$ cat src/rtl/geom_pkg.sv
package geom_pkg;

  typedef enum logic [1:0] {
    ST_IDLE,
    ST_LOAD,
    ST_MUL,
    ST_DONE
  } geom_state_e;

  // Bytes per pixel for packed depths; unknown depths fall back to one byte.
  function automatic logic [2:0] px_bytes(input logic [15:0] depth);
    case (depth)
      16'd16:  px_bytes = 3'd2;
      16'd24:  px_bytes = 3'd3;
      16'd32:  px_bytes = 3'd4;
      default: px_bytes = 3'd1;
    endcase
  endfunction

endpackage

$ cat src/rtl/geom_clamp.sv
module geom_clamp #(
  parameter int DW   = 16,
  parameter int PW   = 19,
  parameter int MAXX = 1920,
  parameter int MAXY = 1600
) (
  input  logic [DW-1:0] xres,
  input  logic [DW-1:0] yres,
  input  logic [DW-1:0] bpp,
  input  logic [DW-1:0] vwidth,
  input  logic [DW-1:0] xoff,
  input  logic [DW-1:0] yoff,
  output logic [DW-1:0] c_xres,
  output logic [DW-1:0] c_yres,
  output logic [DW-1:0] c_vwidth,
  output logic [DW-1:0] c_xoff,
  output logic [DW-1:0] c_yoff,
  output logic [PW-1:0] pitch,
  output logic [PW-1:0] xbytes
);
  import geom_pkg::*;

  localparam logic [DW-1:0] LIM_X = DW'(MAXX);
  localparam logic [DW-1:0] LIM_Y = DW'(MAXY);

  logic [DW-1:0] x_masked;
  logic [DW-1:0] vw_cap;
  logic [2:0]    bytes;
  logic          planar;

  always_comb begin
    x_masked = {xres[DW-1:3], 3'b000};
    c_xres   = (x_masked == '0) ? DW'(8) : x_masked;

    vw_cap   = (vwidth > LIM_X) ? LIM_X : vwidth;
    c_vwidth = (vw_cap < c_xres) ? c_xres : vw_cap;

    c_xoff   = (xoff > LIM_X) ? LIM_X : xoff;
    c_yoff   = (yoff > LIM_Y) ? LIM_Y : yoff;

    if (yres == '0)        c_yres = DW'(1);
    else if (yres > LIM_Y) c_yres = LIM_Y;
    else                   c_yres = yres;

    planar = (bpp == DW'(4));
    bytes  = px_bytes(bpp);
    if (planar) begin
      pitch  = PW'(c_vwidth >> 3);
      xbytes = PW'(c_xoff >> 3);
    end else begin
      pitch  = PW'(c_vwidth) * PW'(bytes);
      xbytes = PW'(c_xoff) * PW'(bytes);
    end
  end

endmodule

$ cat src/rtl/seq_mult.sv
module seq_mult #(
  parameter int AW = 19,
  parameter int BW = 11
) (
  input  logic             clk,
  input  logic             rst_n,
  input  logic             start,
  input  logic [AW-1:0]    a,
  input  logic [BW-1:0]    b,
  output logic [AW+BW-1:0] p,
  output logic             done
);
  localparam int RW = AW + BW;
  localparam int CW = $clog2(BW + 1);

  logic [RW-1:0] acc;
  logic [RW-1:0] mcand;
  logic [BW-1:0] mplier;
  logic [CW-1:0] cnt;
  logic          run;

  always_ff @(posedge clk) begin
    if (!rst_n) begin
      acc    <= '0;
      mcand  <= '0;
      mplier <= '0;
      cnt    <= '0;
      run    <= 1'b0;
      done   <= 1'b0;
    end else if (start) begin
      acc    <= '0;
      mcand  <= RW'(a);
      mplier <= b;
      cnt    <= CW'(BW);
      run    <= 1'b1;
      done   <= 1'b0;
    end else if (run) begin
      if (mplier[0]) acc <= acc + mcand;
      mcand  <= mcand << 1;
      mplier <= mplier >> 1;
      cnt    <= cnt - 1'b1;
      if (cnt == CW'(1)) begin
        run  <= 1'b0;
        done <= 1'b1;
      end
    end else begin
      done <= 1'b0;
    end
  end

  assign p = acc;

endmodule

$ cat src/rtl/geom_fit.sv
module geom_fit #(
  parameter int DW   = 16,
  parameter int PW   = 19,
  parameter int PRW  = 30,
  parameter int MEMW = 26
) (
  input  logic [PRW-1:0]  prod_pan,
  input  logic [PRW-1:0]  span,
  input  logic [PW-1:0]   xbytes,
  input  logic [MEMW-1:0] mem_bytes,
  input  logic [DW-1:0]   xoff_in,
  input  logic [DW-1:0]   yoff_in,
  output logic [DW-1:0]   xoff_out,
  output logic [DW-1:0]   yoff_out,
  output logic [PRW:0]    start_out
);
  localparam int FW = (PRW + 2 > MEMW + 1) ? PRW + 2 : MEMW + 1;

  logic [FW-1:0] first_try;
  logic [FW-1:0] second_try;
  logic [FW-1:0] span_w;
  logic [FW-1:0] mem_w;
  logic          miss1;
  logic          miss2;

  always_comb begin
    first_try  = FW'(prod_pan) + FW'(xbytes);
    second_try = FW'(xbytes);
    span_w     = FW'(span);
    mem_w      = FW'(mem_bytes);
    miss1      = (first_try + span_w) > mem_w;
    miss2      = (second_try + span_w) > mem_w;

    xoff_out  = xoff_in;
    yoff_out  = yoff_in;
    start_out = (PRW + 1)'(first_try);
    if (miss1) begin
      yoff_out  = '0;
      start_out = (PRW + 1)'(second_try);
      if (miss2) begin
        xoff_out  = '0;
        start_out = '0;
      end
    end
  end

endmodule

$ cat src/rtl/geom_clamp_unit.sv
module geom_clamp_unit #(
  parameter int DW   = 16,
  parameter int MEMW = 26,
  parameter int MAXX = 1920,
  parameter int MAXY = 1600,
  localparam int PW  = DW + 3,
  localparam int MB  = $clog2(MAXY + 1),
  localparam int PRW = PW + MB
) (
  input  logic            clk,
  input  logic            rst_n,
  input  logic            req_valid,
  output logic            req_ready,
  input  logic [DW-1:0]   req_xres,
  input  logic [DW-1:0]   req_yres,
  input  logic [DW-1:0]   req_bpp,
  input  logic [DW-1:0]   req_vwidth,
  input  logic [DW-1:0]   req_xoff,
  input  logic [DW-1:0]   req_yoff,
  input  logic [MEMW-1:0] req_mem_bytes,
  output logic            res_valid,
  input  logic            res_ready,
  output logic [DW-1:0]   res_xres,
  output logic [DW-1:0]   res_yres,
  output logic [DW-1:0]   res_vwidth,
  output logic [DW-1:0]   res_xoff,
  output logic [DW-1:0]   res_yoff,
  output logic [PW-1:0]   res_pitch,
  output logic [PRW:0]    res_start
);
  import geom_pkg::*;

  geom_state_e state;

  logic [DW-1:0]   n_xres, n_yres, n_vw, n_xoff, n_yoff;
  logic [PW-1:0]   n_pitch, n_xbytes;

  logic [DW-1:0]   q_xres, q_yres, q_vw, q_xoff, q_yoff;
  logic [PW-1:0]   q_pitch, q_xbytes;
  logic [MEMW-1:0] mem_q;

  logic [PRW-1:0]  prod_pan, prod_span;
  logic            done_pan, done_span;
  logic            mul_start;

  logic [DW-1:0]   f_xoff, f_yoff;
  logic [PRW:0]    f_start;
  logic [DW-1:0]   o_xoff, o_yoff;
  logic [PRW:0]    o_start;

  logic            accept;

  geom_clamp #(.DW(DW), .PW(PW), .MAXX(MAXX), .MAXY(MAXY)) u_clamp (
    .xres     (req_xres),
    .yres     (req_yres),
    .bpp      (req_bpp),
    .vwidth   (req_vwidth),
    .xoff     (req_xoff),
    .yoff     (req_yoff),
    .c_xres   (n_xres),
    .c_yres   (n_yres),
    .c_vwidth (n_vw),
    .c_xoff   (n_xoff),
    .c_yoff   (n_yoff),
    .pitch    (n_pitch),
    .xbytes   (n_xbytes)
  );

  seq_mult #(.AW(PW), .BW(MB)) u_mul_pan (
    .clk   (clk),
    .rst_n (rst_n),
    .start (mul_start),
    .a     (q_pitch),
    .b     (MB'(q_yoff)),
    .p     (prod_pan),
    .done  (done_pan)
  );

  seq_mult #(.AW(PW), .BW(MB)) u_mul_span (
    .clk   (clk),
    .rst_n (rst_n),
    .start (mul_start),
    .a     (q_pitch),
    .b     (MB'(q_yres)),
    .p     (prod_span),
    .done  (done_span)
  );

  geom_fit #(.DW(DW), .PW(PW), .PRW(PRW), .MEMW(MEMW)) u_fit (
    .prod_pan  (prod_pan),
    .span      (prod_span),
    .xbytes    (q_xbytes),
    .mem_bytes (mem_q),
    .xoff_in   (q_xoff),
    .yoff_in   (q_yoff),
    .xoff_out  (f_xoff),
    .yoff_out  (f_yoff),
    .start_out (f_start)
  );

  always_comb begin
    req_ready = (state == ST_IDLE) || ((state == ST_DONE) && res_ready);
    res_valid = (state == ST_DONE);
    mul_start = (state == ST_LOAD);
    accept    = req_valid && req_ready;
  end

  always_ff @(posedge clk) begin
    if (!rst_n) begin
      state    <= ST_IDLE;
      q_xres   <= '0;
      q_yres   <= '0;
      q_vw     <= '0;
      q_xoff   <= '0;
      q_yoff   <= '0;
      q_pitch  <= '0;
      q_xbytes <= '0;
      mem_q    <= '0;
      o_xoff   <= '0;
      o_yoff   <= '0;
      o_start  <= '0;
    end else begin
      if (accept) begin
        q_xres   <= n_xres;
        q_yres   <= n_yres;
        q_vw     <= n_vw;
        q_xoff   <= n_xoff;
        q_yoff   <= n_yoff;
        q_pitch  <= n_pitch;
        q_xbytes <= n_xbytes;
        mem_q    <= req_mem_bytes;
      end
      case (state)
        ST_IDLE: if (accept) state <= ST_LOAD;
        ST_LOAD: state <= ST_MUL;
        ST_MUL: begin
          if (done_pan && done_span) begin
            o_xoff  <= f_xoff;
            o_yoff  <= f_yoff;
            o_start <= f_start;
            state   <= ST_DONE;
          end
        end
        ST_DONE: begin
          if (res_ready) state <= accept ? ST_LOAD : ST_IDLE;
        end
        default: state <= ST_IDLE;
      endcase
    end
  end

  assign res_xres   = q_xres;
  assign res_yres   = q_yres;
  assign res_vwidth = q_vw;
  assign res_pitch  = q_pitch;
  assign res_xoff   = o_xoff;
  assign res_yoff   = o_yoff;
  assign res_start  = o_start;

endmodule

$ cat config.mk
export PLATFORM = sky130hd
export DESIGN_NAME = geom_clamp_unit
export DESIGN_NICKNAME = d
export VERILOG_FILES = /design/src/rtl/geom_pkg.sv /design/src/rtl/geom_clamp.sv /design/src/rtl/seq_mult.sv /design/src/rtl/geom_fit.sv /design/src/rtl/geom_clamp_unit.sv
export SDC_FILE = /design/constraint.sdc
export NUM_CORES = 1
export LEC_CHECK = 0
export BUFFER_PORTS_ARGS = -buffer_cell sky130_fd_sc_hd__buf_4
export CAP_MARGIN = 25
export CORE_UTILIZATION = 55
export DETAILED_ROUTE_END_ITERATION = 7
export PLACE_DENSITY = 0.75
export SLEW_MARGIN = 15
export SYNTH_ARGS = -nofsm -noshare
export SYNTH_HDL_FRONTEND = slang
export SYNTH_HIERARCHICAL = 1
export SYNTH_SLANG_ARGS = --single-unit
$ cat constraint.sdc
create_clock -name clk -period 8.32 [get_ports clk]
set_clock_uncertainty 0.05 [all_clocks]
set_input_delay 1.248 -clock clk [delete_from_list [all_inputs] [get_ports clk]]
set_output_delay 1.248 -clock clk [all_outputs]
set_load 0.01 [all_outputs]
==> impl_metrics.tcl, run 1 <==
set metrics [dict create \
    cts_tree "built" \
    vias 25100 \
    syn_area_per_cell_um2 7.72 \
    slew_viol_final 0 \
    syn_inst 3492 \
    drv_cap 0 \
    regArea_mm2 0.00727 \
    leakage_uw 0.0130 \
    ys_seq_area_share_pct 27.0 \
    critPathMaxStageDelay_ns 0.57 \
    period_needed_ns 7.57 \
    wl_mm 76.7 \
    root_buffer "clkbuf_16" \
    cts.clk_slew.worst_paths_ns 0.06 \
    worst_slew_pin_slew_ns 0.966 \
    ctsHoldBuffers 0 \
    relSlewSlack_pct 35.4 \
    ys.flop_type "dfxtp_1" \
    cp-end-kind "register" \
    htree_levels 2 \
    clk_latency_ns 0.60 \
    cts_made_buffers 42 \
    cts.sinks 363 \
    async_flop_share_pct 0 \
    critPathLaunchType "register" \
    ant_nets 0 \
    finalSetupViolations 0 \
    synth_edf_count 0 \
    cpMostUsedCell "a21oi_1" \
    antenna_found_initial 1 \
    start_util_pct 56.1 \
    cp.arrival_ns 8.04 \
    critical_path_required_ns 8.78 \
    ir_worst_vdd_v 0.000179 \
    synth_seq_cells 363 \
    portBuffers 254 \
    cts_setup_buffers 0 \
    die_h_um 223 \
    synth_warnings 6 \
    viasPerCell 5.89 \
    setup_tns_ns 0 \
    synth_cell_types 103 \
    drcViolationCount 0 \
    final_hold_viol_count 0 \
    cp_max_fo 20 \
    nFillCells 4359 \
    syn_to_final_growth_pct 12.6 \
    cp_slowest_cell "dfxtp_1" \
    multi_input_area_mm2 0.0181 \
    core-area_mm2 0.0480 \
    cts_resized 0 \
    grt_pass1_wl_mm 122 \
    dp_hpwl_mm 56.4 \
    wl_per_cell_um 18.0 \
    num_io_pins 258 \
    drive_above_1_share_pct 11.9 \
    fp-row-count 80 \
    gp_congestion 0.966 \
    grt_pass1_vias 23300 \
    dr.pass1.iters 5 \
    hold_path.class "register to register" \
    grt_max_degree 105 \
    rsz0062_at_grt "false" \
    period_share_pct 91.0 \
    status "finished, final reports clean" \
    die_area_mm2 0.0499 \
    grt_use_total_pct 30.2 \
    fp.dieW_um 223 \
    nets 4016 \
    clock.fmax_ghz 0.132 \
    overflow 0 \
    drtIter0Drc 1779 \
    powerDensity_mw_per_mm2 191 \
    critPathKind "register to register" \
    synth_area_mm2 0.0269 \
    clockBufferDepth 3 \
    final_core_utilization_pct 63.2 \
    n_antenna_cell 0 \
]
==> registers in the layout, indices dropped and copies added (netlist names), 19 cells and up <==
register	count
mem_q	26
res_start	31
u_mul_span/p	30
u_mul_pan/p	30
u_mul_span/mcand	30
res_pitch	19
u_mul_pan/mcand	30
q_xbytes	19
==> cell usage after synthesis (16+ instances only) <==
cell type,count,area share [%]
a21boi_1,19,0.53
fa_1,35,2.6
xor2_1,59,1.9
nand2_1,460,6.4
o211ai_1,17,0.47
mux2i_1,91,3.4
nand3_1,202,3.8
buf_1,19,0.26
nor3_1,40,0.74
o21ai_0,281,5.2
inv_1,157,2.2
a211oi_1,19,0.53
buf_2,32,0.59
nor2_1,141,2.0
dfxtp_1,363,27
ha_1,236,11
o21ai_1,39,0.72
o21a_1,34,0.95
o21bai_1,20,0.56
a21oi_1,415,7.7
and2_1,134,3.1
mux2_2,16,0.67
clkbuf_1,142,2.0
or3_1,22,0.51
a21o_1,70,2.0
xnor2_1,79,2.6
nand2b_1,19,0.44
nand4_1,33,0.77
nor2b_1,33,0.77
buf_4,22,0.61
and3_1,25,0.58
==> metrics by stage <==
stage | setup slack, ns | instances | hold WS (ns) | total power, uW | area, um2
global route | 0.189 | 4264 | 0.426 | 6080 | 30300
detailed placement | 0.989 | 4189 | 0.397 | 3870 | 28900
global placement | 1.10 | 4188 | 0.394 | 3840 | 28900
CTS | 0.897 | 4263 | 0.405 | 5790 | 30300
floorplan | 2.55 | 3528 | 0.394 | 3410 | 27100
finish | 0.747 | 4264 | 0.403 | 5790 | 30300
==> placed cells by master, fill, tap and decap left out, drive strengths merged, types with 18 or more instances in the layout <==
master  instances
and2          136
a21oi         417
ha            236
xor2           59
buf           278
o211ai         18
o21ai         320
inv           163
mux2           23
conb           39
xnor2          79
nor2b          33
and3           25
nand2         461
a211oi         21
a21boi         22
clkbuf         52
nand4          34
nor3           44
dfxtp         363
fa             35
mux2i          91
o21bai         20
or3            22
nor2          146
a21o           70
o21a           35
nand2b         19
nand3         203
==> kinds of logic after synthesis <==
kind of cell	Yosys count	synth area share, %
AND/OR/NAND/NOR	1177	21.1
AO/OA/AOI/OAI	1034	23.0
buffers and inverters	392	6.36
flip-flops	363	27.0
adder cells (fa/ha/maj)	271	13.6
XOR/XNOR	138	4.49
multiplexers	114	4.44
other	3	0.0418
==> critical path, delay by kind of cell, from the launching register on <==
family                     cells  cell delay (ns)
AOI/OAI and AO/OA             14             3.49
and+or+nand+nor                9             1.62
adders and majority gates      3             1.00
DFF                            1             0.57
buffers and inverters          1             0.43
muxes                          1             0.19
xor gates and xnor gates       1             0.13
==> power by group <==
part           internal, uW  leakage [uW]  switching, uW  total (uW)
logic                   645       0.00937           1220        1870
clock network          1110      0.000694            812        1920
registers              1880       0.00294            127        2010
total                  3630        0.0130           2160        5790
==> metal layers <==
layer | vias to the layer above | track usage, % | share of wire, %
met5 | - | 0 | 0.0091
met4 | 2 | 14.0 | 4.8
met3 | 181 | 5.47 | 6.4
met2 | 744 | 48.8 | 45
met1 | 11700 | 38.9 | 44
li1 | 12500 | - | -
==> layout make-up <==
cell class	instances	area share [%]
Clock buffer	52	3.85
Clock inverter	22	0.924
Inverter	161	2.02
Multi-Input combinational cell	2773	59.8
Sequential cell	363	24.0
Tap cell	615	2.54
Timing Repair Buffer	278	6.96
==> final timing paths <==
| path | cells past startpoint | startpoint | slack [ns] | end |
|---|---|---|---|---|
| setup / recovery | 29 | u_mul_pan/p[1] | 0.75 | res_start[0] |
| hold / removal | 2 | res_yoff[1] | 0.40 | res_yoff[1] |
| setup reg to reg | 29 | u_mul_pan/p[1] | 0.75 | res_start[0] |
| hold reg to reg | 2 | res_yoff[1] | 0.40 | res_yoff[1] |
(Power assumes the default switching activity.)
==> inputs of run 2 (changes only) <==
--- a/config.mk
+++ b/config.mk
@@ -10,6 +10,7 @@
 export CORE_UTILIZATION = 55
 export DETAILED_ROUTE_END_ITERATION = 7
 export PLACE_DENSITY = 0.75
+export REMOVE_ABC_BUFFERS = 1
 export SLEW_MARGIN = 15
 export SYNTH_ARGS = -nofsm -noshare
 export SYNTH_HDL_FRONTEND = slang
==> run 2 against run 1 <==
  * Worst setup slack improved by 0.078 ns
  * Via count about the same
  * Sequential share of layout area is 0.14 points lower
  * Non-clock buffer count increased by 3
  * Largest power group is now the clock network
==> impl_metrics.tcl, run 2 (same netlist as run 1, synthesis figures left out) <==
set metrics [dict create \
    status "finished, final reports clean" \
    clk_latency_ns 0.60 \
    dp_cells 4189 \
    drcViolationCount 0 \
    period_share_pct 90.1 \
    overflow 0 \
    start_util_pct 56.1 \
    cp.arrival_ns 7.96 \
    timing.final.ws_setup_ns 0.825 \
    cts.sinks 363 \
    critPathKind "register to register" \
    die_area_mm2 0.0499 \
    grt_use_total_pct 29.6 \
    seqPwrFrac_pct 33.2 \
    cp-end-kind "register" \
    worst_slew_pin_slew_ns 0.982 \
    htree_levels 2 \
    clock.fmax_ghz 0.133 \
    hold_path.class "register to register" \
    grt_pass1_wl_mm 121 \
    grt_max_degree 119 \
    die_h_um 223 \
    portBuffers 254 \
    switching_share_pct 36.4 \
    powerDensity_mw_per_mm2 197 \
    fp.dieW_um 223 \
    cp_slowest_cell "nor4b_1" \
    critPathLaunchType "register" \
    cts_setup_buffers 0 \
    syn_to_final_growth_pct 13.3 \
    layout_common_cells "nand2_1 (460), a21oi_1 (415), dfxtp_1 (361), o21ai_0 (281), buf_4 (278)" \
    critPathMaxStageDelay_ns 0.57 \
    drtIter0Drc 1717 \
    dr.pass1.iters 5 \
    ir_worst_vdd_v 0.000322 \
    leakage_uw 0.0131 \
    ant_nets 0 \
    relSlewSlack_pct 34.5 \
    slew_viol_final 0 \
    finalSetupViolations 0 \
    nFillCells 4378 \
    dp_hpwl_mm 54.1 \
    grt_pass1_vias 23900 \
    cp_max_fo 12 \
    layout_commonest_cell "nand2_1" \
    nets 4020 \
    period_needed_ns 7.50 \
    wl_per_cell_um 17.6 \
    dp_slack_ns 0.818 \
    rsz0062_at_grt "false" \
    cts_tree "built" \
    pwr-share-clk_pct 35.0 \
    drive_above_1_share_pct 12.0 \
    clockBufferDepth 3 \
    critical_path_required_ns 8.78 \
    vias 25200 \
    wl_mm 75.2 \
    antenna_found_initial 0 \
    gp_congestion 0.941 \
    cts.clk_slew.worst_paths_ns 0.06 \
    drv_cap 0 \
    p_sw_uw 2190 \
    num_io_pins 258 \
    n_antenna_cell 0 \
    final_hold_viol_count 0 \
    cts_made_buffers 43 \
    cts_resized 0 \
    core-area_mm2 0.0480 \
    fin_cells 4271 \
    cpMostUsedCell "a21oi_1" \
    p_int_uw 3830 \
    pwr-share-comb_pct 31.9 \
    setup_tns_ns 0 \
    fp-row-count 80 \
    largest_register_ffs 31 \
    ctsHoldBuffers 0 \
    root_buffer "clkbuf_16" \
    viasPerCell 5.89 \
]
## run 2: cell types whose count changed in the layout (fill, tap and decap cells not counted), moves of 2 or more
| cell | previous run | this run |
|---|---|---|
| buf_4 | 276 | 278 |
| clkbuf_8 | 8 | 11 |
| bufinv_16 | 3 | 7 |
| clkbuf_1 | 2 | 6 |
| clkinvlp_4 | 6 | 4 |
| clkinv_2 | 6 | 4 |
| clkinv_4 | 3 | 0 |
## run 2: stage by stage
stage	hold WS, ns	instance area, um2	total power, uW	util, %
6_report	0.402	30500	6020	63.5
3_3_place_gp	0.392	28900	3860	60.1
3_5_place_dp	0.398	28900	3890	60.1
2_1_floorplan	0.399	26000	3220	-
5_1_grt	0.421	30500	6310	63.5
4_1_cts	0.407	30400	6000	63.4
## run 2: power by group through the flow
stage	registers, uW	clock network, uW	logic (uW)
after floorplan	2060	0	1150
after global placement	2030	0	1840
after detailed placement	2030	0	1860
after CTS	1990	2140	1870
after global routing	2010	2210	2100
final	2000	2110	1920
## run 2: per-layer routing
metal  up-vias  part of all wire (%)  track usage [%]
met5         -                     0                0
met4         0                   3.3             10.5
met3       148                   5.8             4.81
met2       706                    46             49.6
met1     11800                    45             38.3
li1      12500                     -                -
## run 2: final cells by class
type / instances / area [um2] / area share [%]
well taps: 615 / 769 / 2.52
repair buffers: 281 / 2160 / 7.07
flip-flops and latches: 363 / 7270 / 23.8
clock buffers: 60 / 1250 / 4.09
clock inverters: 18 / 330 / 1.08
multi-input cells: 2773 / 18100 / 59.4
inverters: 161 / 614 / 2.01
## run 2: critical path: cells and delay by family, from the launching register on
family / cells / cell delay, ns
adder cells (fa/ha/maj): 3 / 0.96
AO/OA/AOI/OAI: 14 / 3.33
AND/OR/NAND/NOR: 9 / 1.90
flip-flops: 1 / 0.51
buffers and inverters: 2 / 0.51
XOR/XNOR: 1 / 0.09
## run 2: path summary, 6_finish.rpt
check | endpoint | slack, ns | cells past startpoint | startpoint
max | res_xoff[5] | 0.82 | 29 | q_xbytes[1]
min | res_start[4] | 0.40 | 2 | res_start[4]
max reg2reg | res_xoff[5] | 0.82 | 29 | q_xbytes[1]
min reg2reg | res_start[4] | 0.40 | 2 | res_start[4]
